[config.mk]
export PLATFORM = sky130hd
export DESIGN_NAME = frac_rate_counter
export DESIGN_NICKNAME = d
export VERILOG_FILES = /design/src/rtl/frac_rate_pkg.sv /design/src/rtl/frac_ratio_regs.sv /design/src/rtl/frac_accum.sv /design/src/rtl/frac_rate_counter.sv
export SDC_FILE = /design/constraint.sdc
export NUM_CORES = 1
export LEC_CHECK = 0
export BUFFER_PORTS_ARGS = -buffer_cell sky130_fd_sc_hd__buf_4
export CAP_MARGIN = 20
export CELL_PAD_IN_SITES_DETAIL_PLACEMENT = 0
export CELL_PAD_IN_SITES_GLOBAL_PLACEMENT = 1
export CORE_MARGIN = 2
export CORE_UTILIZATION = 45
export DETAILED_ROUTE_END_ITERATION = 10
export GPL_ROUTABILITY_DRIVEN = 0
export PLACE_DENSITY_LB_ADDON = 0.1
export SYNTH_ARGS = -nofsm -noshare
export SYNTH_HDL_FRONTEND = slang
export SYNTH_HIERARCHICAL = 1
export SYNTH_SLANG_ARGS = --single-unit
[constraint.sdc]
create_clock -name clk -period 6 [get_ports clk]
set_input_delay 0.3 -clock clk [delete_from_list [all_inputs] [get_ports clk]]
set_output_delay 0.3 -clock clk [all_outputs]
set_load 0.03 [all_outputs]
[src/rtl/frac_rate_pkg.sv]
package frac_rate_pkg;

  localparam int RATIO_W = 12;

  typedef struct packed {
    logic [RATIO_W-1:0] num;
    logic [RATIO_W-1:0] den;
  } ratio_t;

  // codes 0 and 3 carry no frequency; callers treat them as invalid
  function automatic logic ratio_code_valid(input logic [2:0] code);
    return !(code == 3'd0 || code == 3'd3);
  endfunction

  // table; invalid codes return the code-1 ratio used as reset fallback
  function automatic ratio_t default_ratio(input logic [2:0] code);
    ratio_t r;
    case (code)
      3'd2:    r = '{num: 12'd1536, den: 12'd3250};
      3'd4:    r = '{num: 12'd1040, den: 12'd3250};
      3'd5:    r = '{num: 12'd768,  den: 12'd3250};
      3'd6:    r = '{num: 12'd768,  den: 12'd3375};
      3'd7:    r = '{num: 12'd520,  den: 12'd3250};
      default: r = '{num: 12'd1664, den: 12'd3250};
    endcase
    return r;
  endfunction

  // one Bresenham step; returns {carry, next residue}
  function automatic logic [RATIO_W+1:0] bres_step(input logic [RATIO_W:0]   acc,
                                                   input logic [RATIO_W-1:0] num,
                                                   input logic [RATIO_W-1:0] den);
    logic [RATIO_W:0] sum;
    sum = acc + {1'b0, num};
    if (sum >= {1'b0, den}) return {1'b1, sum - {1'b0, den}};
    return {1'b0, sum};
  endfunction

endpackage

[src/rtl/frac_ratio_regs.sv]
module frac_ratio_regs
  import frac_rate_pkg::*;
#(
  parameter int DATA_W     = 32,
  parameter int ADDR_W     = 8,
  parameter int RELOAD_BIT = 16,
  parameter logic [ADDR_W-1:0] NUM_OFF = 8'h10,
  parameter logic [ADDR_W-1:0] DEN_OFF = 8'h14
) (
  input  logic              clk,
  input  logic              rst_n,
  input  logic [2:0]        clk_sel,
  input  logic              wr_en,
  input  logic [ADDR_W-1:0] addr,
  input  logic [DATA_W-1:0] wdata,
  output logic [DATA_W-1:0] num_reg_q,
  output logic [DATA_W-1:0] den_reg_q,
  output ratio_t            live_q,
  output logic              reload_fire,
  output logic              sel_load
);

  localparam logic [DATA_W-1:0] RELOAD_MASK = DATA_W'(1) << RELOAD_BIT;

  logic [2:0]         sel_q;
  ratio_t             dflt;
  logic               wr_num, wr_den, den_zero, den_accept, reload_req;
  logic [RATIO_W-1:0] den_wr_val;

  assign dflt        = default_ratio(clk_sel);
  assign wr_num      = wr_en && (addr == NUM_OFF);
  assign wr_den      = wr_en && (addr == DEN_OFF);
  assign den_wr_val  = wdata[RATIO_W-1:0];
  assign den_zero    = (den_wr_val == '0);
  assign den_accept  = wr_den && !den_zero;
  assign reload_req  = den_accept && wdata[RELOAD_BIT];
  assign reload_fire = reload_req && (num_reg_q[RATIO_W-1:0] < den_wr_val);
  assign sel_load    = (clk_sel != sel_q) && ratio_code_valid(clk_sel);

  always_ff @(posedge clk) begin
    if (!rst_n) begin
      sel_q     <= clk_sel;
      num_reg_q <= DATA_W'(dflt.num);
      den_reg_q <= DATA_W'(dflt.den);
      live_q    <= dflt;
    end else begin
      sel_q <= clk_sel;
      if (sel_load) begin
        num_reg_q[RATIO_W-1:0] <= dflt.num;
        den_reg_q[RATIO_W-1:0] <= dflt.den;
        live_q                 <= dflt;
      end
      if (wr_num)      num_reg_q <= wdata;
      if (den_accept)  den_reg_q <= wdata & ~RELOAD_MASK;
      if (reload_fire) live_q    <= '{num: num_reg_q[RATIO_W-1:0], den: den_wr_val};
    end
  end

  a_r7_reload_takes_live: assert property (@(posedge clk) disable iff (!rst_n)
    reload_fire |=> (live_q.den == $past(wdata[RATIO_W-1:0])) &&
                    (live_q.num == $past(num_reg_q[RATIO_W-1:0])));

  a_r8_zero_den_ignored: assert property (@(posedge clk) disable iff (!rst_n)
    (wr_den && den_zero && !sel_load) |=> ($stable(den_reg_q) && $stable(live_q)));

  a_r5_unused_code_holds: assert property (@(posedge clk) disable iff (!rst_n)
    (!ratio_code_valid(clk_sel) && !reload_fire) |=> $stable(live_q));

  a_r9_bad_ratio_kept: assert property (@(posedge clk) disable iff (!rst_n)
    (reload_req && !sel_load && (num_reg_q[RATIO_W-1:0] >= den_wr_val)) |=> $stable(live_q));

endmodule

[src/rtl/frac_accum.sv]
module frac_accum
  import frac_rate_pkg::*;
#(
  parameter int CNT_W = 64
) (
  input  logic             clk,
  input  logic             rst_n,
  input  ratio_t           live,
  output logic [CNT_W-1:0] count_q,
  output logic             step
);

  logic [RATIO_W:0]   acc_q;
  logic [RATIO_W+1:0] nxt;

  assign nxt  = bres_step(acc_q, live.num, live.den);
  assign step = nxt[RATIO_W+1];

  always_ff @(posedge clk) begin
    if (!rst_n) begin
      acc_q   <= '0;
      count_q <= '0;
    end else begin
      acc_q   <= nxt[RATIO_W:0];
      count_q <= count_q + CNT_W'(step);
    end
  end

  a_r2_one_per_edge: assert property (@(posedge clk) disable iff (!rst_n)
    1'b1 |=> (count_q == $past(count_q) + CNT_W'($past(step))));

  a_r2_residue_bounded: assert property (@(posedge clk) disable iff (!rst_n)
    step |=> (acc_q < {1'b0, {RATIO_W{1'b1}}}));

endmodule

[src/rtl/frac_rate_counter.sv]
module frac_rate_counter
  import frac_rate_pkg::*;
#(
  parameter int CNT_W  = 64,
  parameter int DATA_W = 32,
  parameter int ADDR_W = 8
) (
  input  logic              clk,
  input  logic              rst_n,
  input  logic [2:0]        clk_sel,
  input  logic              wr_en,
  input  logic              rd_en,
  input  logic [ADDR_W-1:0] addr,
  input  logic [DATA_W-1:0] wdata,
  output logic [DATA_W-1:0] rdata,
  output logic [CNT_W-1:0]  count_o
);

  localparam logic [ADDR_W-1:0] LO_OFF  = ADDR_W'(8'h00);
  localparam logic [ADDR_W-1:0] HI_OFF  = ADDR_W'(8'h04);
  localparam logic [ADDR_W-1:0] NUM_OFF = ADDR_W'(8'h10);
  localparam logic [ADDR_W-1:0] DEN_OFF = ADDR_W'(8'h14);
  localparam int HI_W = CNT_W - DATA_W;

  logic [DATA_W-1:0] num_reg_q, den_reg_q;
  ratio_t            live_q;
  logic              reload_fire, sel_load, step;
  logic [HI_W-1:0]   hi_q;
  logic              rd_lo;

  frac_ratio_regs #(
    .DATA_W(DATA_W), .ADDR_W(ADDR_W), .RELOAD_BIT(16),
    .NUM_OFF(NUM_OFF), .DEN_OFF(DEN_OFF)
  ) i_regs (
    .clk(clk), .rst_n(rst_n), .clk_sel(clk_sel), .wr_en(wr_en),
    .addr(addr), .wdata(wdata), .num_reg_q(num_reg_q), .den_reg_q(den_reg_q),
    .live_q(live_q), .reload_fire(reload_fire), .sel_load(sel_load)
  );

  frac_accum #(.CNT_W(CNT_W)) i_accum (
    .clk(clk), .rst_n(rst_n), .live(live_q), .count_q(count_o), .step(step)
  );

  assign rd_lo = rd_en && (addr == LO_OFF);

  always_ff @(posedge clk) begin
    if (!rst_n)     hi_q <= '0;
    else if (rd_lo) hi_q <= count_o[CNT_W-1:DATA_W];
  end

  always_comb begin
    case (addr)
      LO_OFF:  rdata = count_o[DATA_W-1:0];
      HI_OFF:  rdata = DATA_W'(hi_q);
      NUM_OFF: rdata = num_reg_q;
      DEN_OFF: rdata = den_reg_q;
      default: rdata = '0;
    endcase
  end

  a_r10_high_word_captured: assert property (@(posedge clk) disable iff (!rst_n)
    rd_lo |=> (hi_q == $past(count_o[CNT_W-1:DATA_W])));

endmodule

## After elaboration in Yosys (flattened, before gate mapping)

Cells that the tools add are included.

| operators by class | value |
|---|---|
| magnitude comparators | 2 |
| mux-type cells | 14 |
| reduce and logical (&&, ||, !) cells | 13 |
| add/sub/neg operators | 3 |
| equal/unequal tests | 13 |

Operators by type and width:

| operator | count |
|---|---|
| $pmux 32 s4 | 1 |
| $pmux 23 s5 | 1 |
| $mux 12 | 6 |
| $mux 24 | 3 |
| $add 64x1->64 | 1 |
| $mux 14 | 2 |
| $eq 8x5->1 const B | 2 |
| $add 13x12->13 | 1 |
| $ge 13x12->1 | 1 |
| $sub 13x12->13 | 1 |
| $eq 3x3->1 const B | 4 |
| $logic_not 12->1 | 1 |
| $lt 12x12->1 | 1 |
| $ne 3x1->1 const B | 3 |
| $eq 8x3->1 const B | 1 |
| $logic_not 8->1 | 1 |
| $logic_and 1x1->1 | 7 |
| $eq 3x2->1 const B | 2 |
| $logic_not 3->1 | 1 |
| $ne 3x3->1 | 1 |
| $logic_not 1->1 | 2 |
| $logic_or 1x1->1 | 1 |
| $mux 1 | 1 |

| storage, ports and cells | value |
|---|---|
| register bits after elaboration | 199 |
| output and inout bits | 96 |
| logic and storage cells | 55 |

## Logic depth before layout (Yosys ltp)

| logic depth | value |
|---|---|
| depth in word-level cells | 7 |
| mapped depth | 27 |
| mapped depth without buffers | 24 |

## Cells and area by module

Netlist, hierarchy kept.

Modules (own cells, without submodules):

| module | times used | cells an instance | area an instance (µm²) |
|---|---|---|---|
| frac_accum | 1 | 535 | 4510.6 |
| frac_ratio_regs | 1 | 368 | 3921.3 |
| frac_rate_counter | 1 | 221 | 2374.8 |

## Least setup slack after synthesis

No wires, ideal clock.

| timing | value |
|---|---|
| path type | flip-flop to flip-flop |
| from | register, netlist name i_regs/live_q[12] |
| to | register i_accum.count_q[62] |
| cell stages (with the launch flop) | 27 |
| clock period less this slack | 4.718 ns |
| path slack | 1.282 ns |
| setup time | 0.128 ns |
| required time | 5.872 ns |
| data arrival time | 4.590 ns |
| path buffers | 2 |
| cells stage by stage | edfxtp_1 ha_1 inv_1 fa_1 nor2b_4 o31a_4 o211ai_1 nand2b_1 xor2_1 ha_1 clkbuf_1 nand4_1 nor2_1 nand4_1 nor2b_1 a21boi_2 buf_4 nand2_2 ha_1 ha_1 and3_1 and4_1 nand3_2 nor4_2 nand3_1 xor2_1 nor2_1 |

| on the way | value |
|---|---|
| longest elaborated chain between the ends | 5 |

RTL lines:

| what | line | source |
|---|---|---|
| $add 13x12->13 | frac_rate_pkg.sv:34 | `sum = acc + {1'b0, num};` |
| $ge 13x12->1 | frac_rate_pkg.sv:35 | `if (sum >= {1'b0, den}) return {1'b1, sum - {1'b0, den}};` |
| $mux 1 | frac_rate_pkg.sv:35 |  |
| $mux 14 | frac_rate_pkg.sv:36 | `return {1'b0, sum};` |
| via step | frac_rate_counter.sv:27 | `logic reload_fire, sel_load, step;` |
| $add 64x1->64 | frac_accum.sv:25 | `count_q <= count_q + CNT_W'(step);` |
| to (signal assigned) | frac_accum.sv:25 |  |
| to (decl) | frac_accum.sv:9 | `output logic [CNT_W-1:0] count_q,` |

The timed path passes the listed nets, and every way through them passes these cells.
A chain may end at the register's enable or synchronous reset.

## Worst setup path in the final report

| timing | value |
|---|---|
| from | register, netlist name i_regs/live_q[13] |
| to | register i_accum.count_q[44] |

| on the way | value |
|---|---|
| longest elaborated chain between the ends | 5 |

RTL lines:

| what | line |
|---|---|
| $add 13x12->13 | frac_rate_pkg.sv:34 |
| $ge 13x12->1 | frac_rate_pkg.sv:35 |
| $mux 1 | frac_rate_pkg.sv:35 |
| $mux 14 | frac_rate_pkg.sv:36 |
| via step | frac_rate_counter.sv:27 |
| $add 64x1->64 | frac_accum.sv:25 |

The timed path passes the listed nets, and every way through them passes these cells.

==> results_dict.tcl <==
set metrics [dict create \
    status "finished clean" \
    ctsResizeCount 0 \
    reg2regPathDepth 22 \
    power_leakage_nw 5.10 \
    cts.path.max_buffers 2 \
    hold_end "i_regs/sel_q[0]" \
    first_global_vias 8021 \
    ir_drop_mv 0.182 \
    critPathMaxFanout 14 \
    dr.pass1.iters 5 \
    hold_violations 0 \
    clock-sinks 199 \
    first_iter_violations 634 \
    setup_tns_ns 0 \
    cts_setup_buffers 0 \
    cts_tree "done" \
    top_level_ports 143 \
    areaGrowthSynthToFinish_pct 16.3 \
    drive_gt1_share_pct 21.3 \
    pre_cts_slack_ns 0.805 \
    io_buffers 142 \
    htreeDepth 4 \
    syn_avg_cell_area_um2 9.62 \
    layout_min_cycle_time_ns 5.26 \
    grt_max_degree 73 \
    dieArea_mm2 0.0252 \
    reg2reg_slack_ns 0.74 \
    initial_core_util_pct 45.9 \
    coreArea_mm2 0.0235 \
    cts-hold-fix-buffers 0 \
    hpwl_mm 21.1 \
    rows 56 \
    holdCritPathClass "input pin to flop" \
    final_cells 1564 \
    synth_area_mm2 0.0108 \
    antenna_found_initial 0 \
    crit_start "i_regs/live_q[13]" \
    die_x_um 159 \
    setup_viol 0 \
    clk-insertion-delay-late_ns 0.44 \
    slew_violations 0 \
    worstPathArrival_ns 5.62 \
    grt_pass1_wl_mm 46.4 \
    dr_total_vias 8530 \
    syn_nets 1208 \
    root_buffer "clkbuf_16" \
    skew_ns 0.0154 \
    dp_cells 1533 \
    via_per_inst 5.45 \
    fin_crit_sh_pct 87.7 \
    worst_slew_margin_rel_pct 28.3 \
    cp-start-kind "flop" \
    min_from "clk_sel[0]" \
    fmax_mhz 190 \
    grt_util_all_layers_pct 23.3 \
    gr-total-overflow 0 \
    wl_mm 29.5 \
    crit_required_ns 6.36 \
    final_nets 1319 \
    cap_violations 0 \
    rsz0062_at_grt "no" \
    whs_path_depth 1 \
    endpoint_kind "flop" \
    drc 0 \
    critical_path.reg2reg.endpoint "i_accum/count_q[44]" \
    cts_buffers 17 \
    ys.warnings.count 6 \
    worst-setup-path-type "flop to flop" \
    ant_nets 0 \
    antennaDiodeCount 0 \
    r2r-start "i_regs/live_q[13]" \
    die-height_um 159 \
    clk_pin_slew_worst_paths_ns 0.08 \
    layout_setup_ws_ns 0.741 \
    wl_per_cell_um 18.9 \
    power.density_mw_per_mm2 291 \
    synthCells 1122 \
    worst_slew_pin_slew_ns 1.08 \
]
[where the power goes]
part | leakage, nW | switching, W | internal (W) | total (W)
clock network | 0.290 | 0.000557 | 0.000593 | 0.00115
logic | 3.10 | 0.000607 | 0.000426 | 0.00103
registers | 1.71 | 0.0000349 | 0.00143 | 0.00147
[layout make-up]
cell class,count,area (µm²)
fill,2217,11000
multi-input combinational,822,5810
sequential,199,4460
timing repair buffer,154,1160
clock buffer,17,425
tap,319,399
clock inverter,14,164
inverter,39,146
[registers in the layout, summed over array words and instances (netlist names)]
signal / cells
i_accum/count_q: 64
hi_q: 32
i_regs/num_reg_q: 32
i_regs/den_reg_q: 31
i_regs/live_q: 24
i_accum/acc_q: 13
i_regs/sel_q: 3
[worst max-delay path, stage by stage, from the launching register on]
cell	delay (ns)
edfxtp_1	0.40
ha_1	0.33
a211oi_1	0.29
o21ai_0	0.19
a31oi_1	0.27
a21oi_1	0.12
xor2_1	0.17
ha_1	0.42
nand4_1	0.13
nor2_1	0.13
nand4_1	0.14
nor2b_1	0.16
a21boi_2	0.15
buf_4	0.19
nand2_2	0.10
ha_1	0.21
ha_1	0.20
and3_1	0.24
and4_1	0.27
and3_1	0.42
nand3_4	0.17
or3_1	0.34
a21oi_1	0.13
[worst max path at each step]
stage                                     end  cells after the start  slack [ns]
after floorplan           i_accum/count_q[62]                     26        1.28
after global placement    i_accum/count_q[52]                     23        0.94
after detailed placement  i_accum/count_q[62]                     23        0.80
after CTS                 i_accum/count_q[62]                     23        0.78
after global routing      i_accum/count_q[58]                     23        0.33
final                     i_accum/count_q[44]                     22        0.74
[layer usage]
metal,vias to the layer above,share of wire (%),global-route usage [%]
met3,29,5.1,4.05
met1,4108,49,34.3
met2,227,44,36.1
li1,4166,-,-
met5,-,0,0
met4,0,1.4,4.92
[stage by stage]
stage	total power (W)	cell area (µm²)	hold WS (ns)	utilization, %
2_1_floorplan	0.00228	10800	0.328	-
3_3_place_gp	0.00254	12000	0.440	50.9
3_5_place_dp	0.00252	12000	0.444	50.9
4_1_cts	0.00367	12600	0.0336	53.4
5_1_grt	0.00385	12600	0.0418	53.4
6_report	0.00365	12600	0.0527	53.4
[layout by cell type (no fill, tap or decap), drive strengths merged, types with 21 or more instances in the layout]
master and instances:
xnor2 28, mux4 32, mux2i 46, nor2 78
inv 46, edfxtp 48, nand4 21, nand3 39
xor2 37, nand2 191, and3 52, o21ai 32
a21boi 42, dfxtp 151, a21oi 39, ha 37
buf 154
No activity file was read; power rests on OpenSTA's default activity.
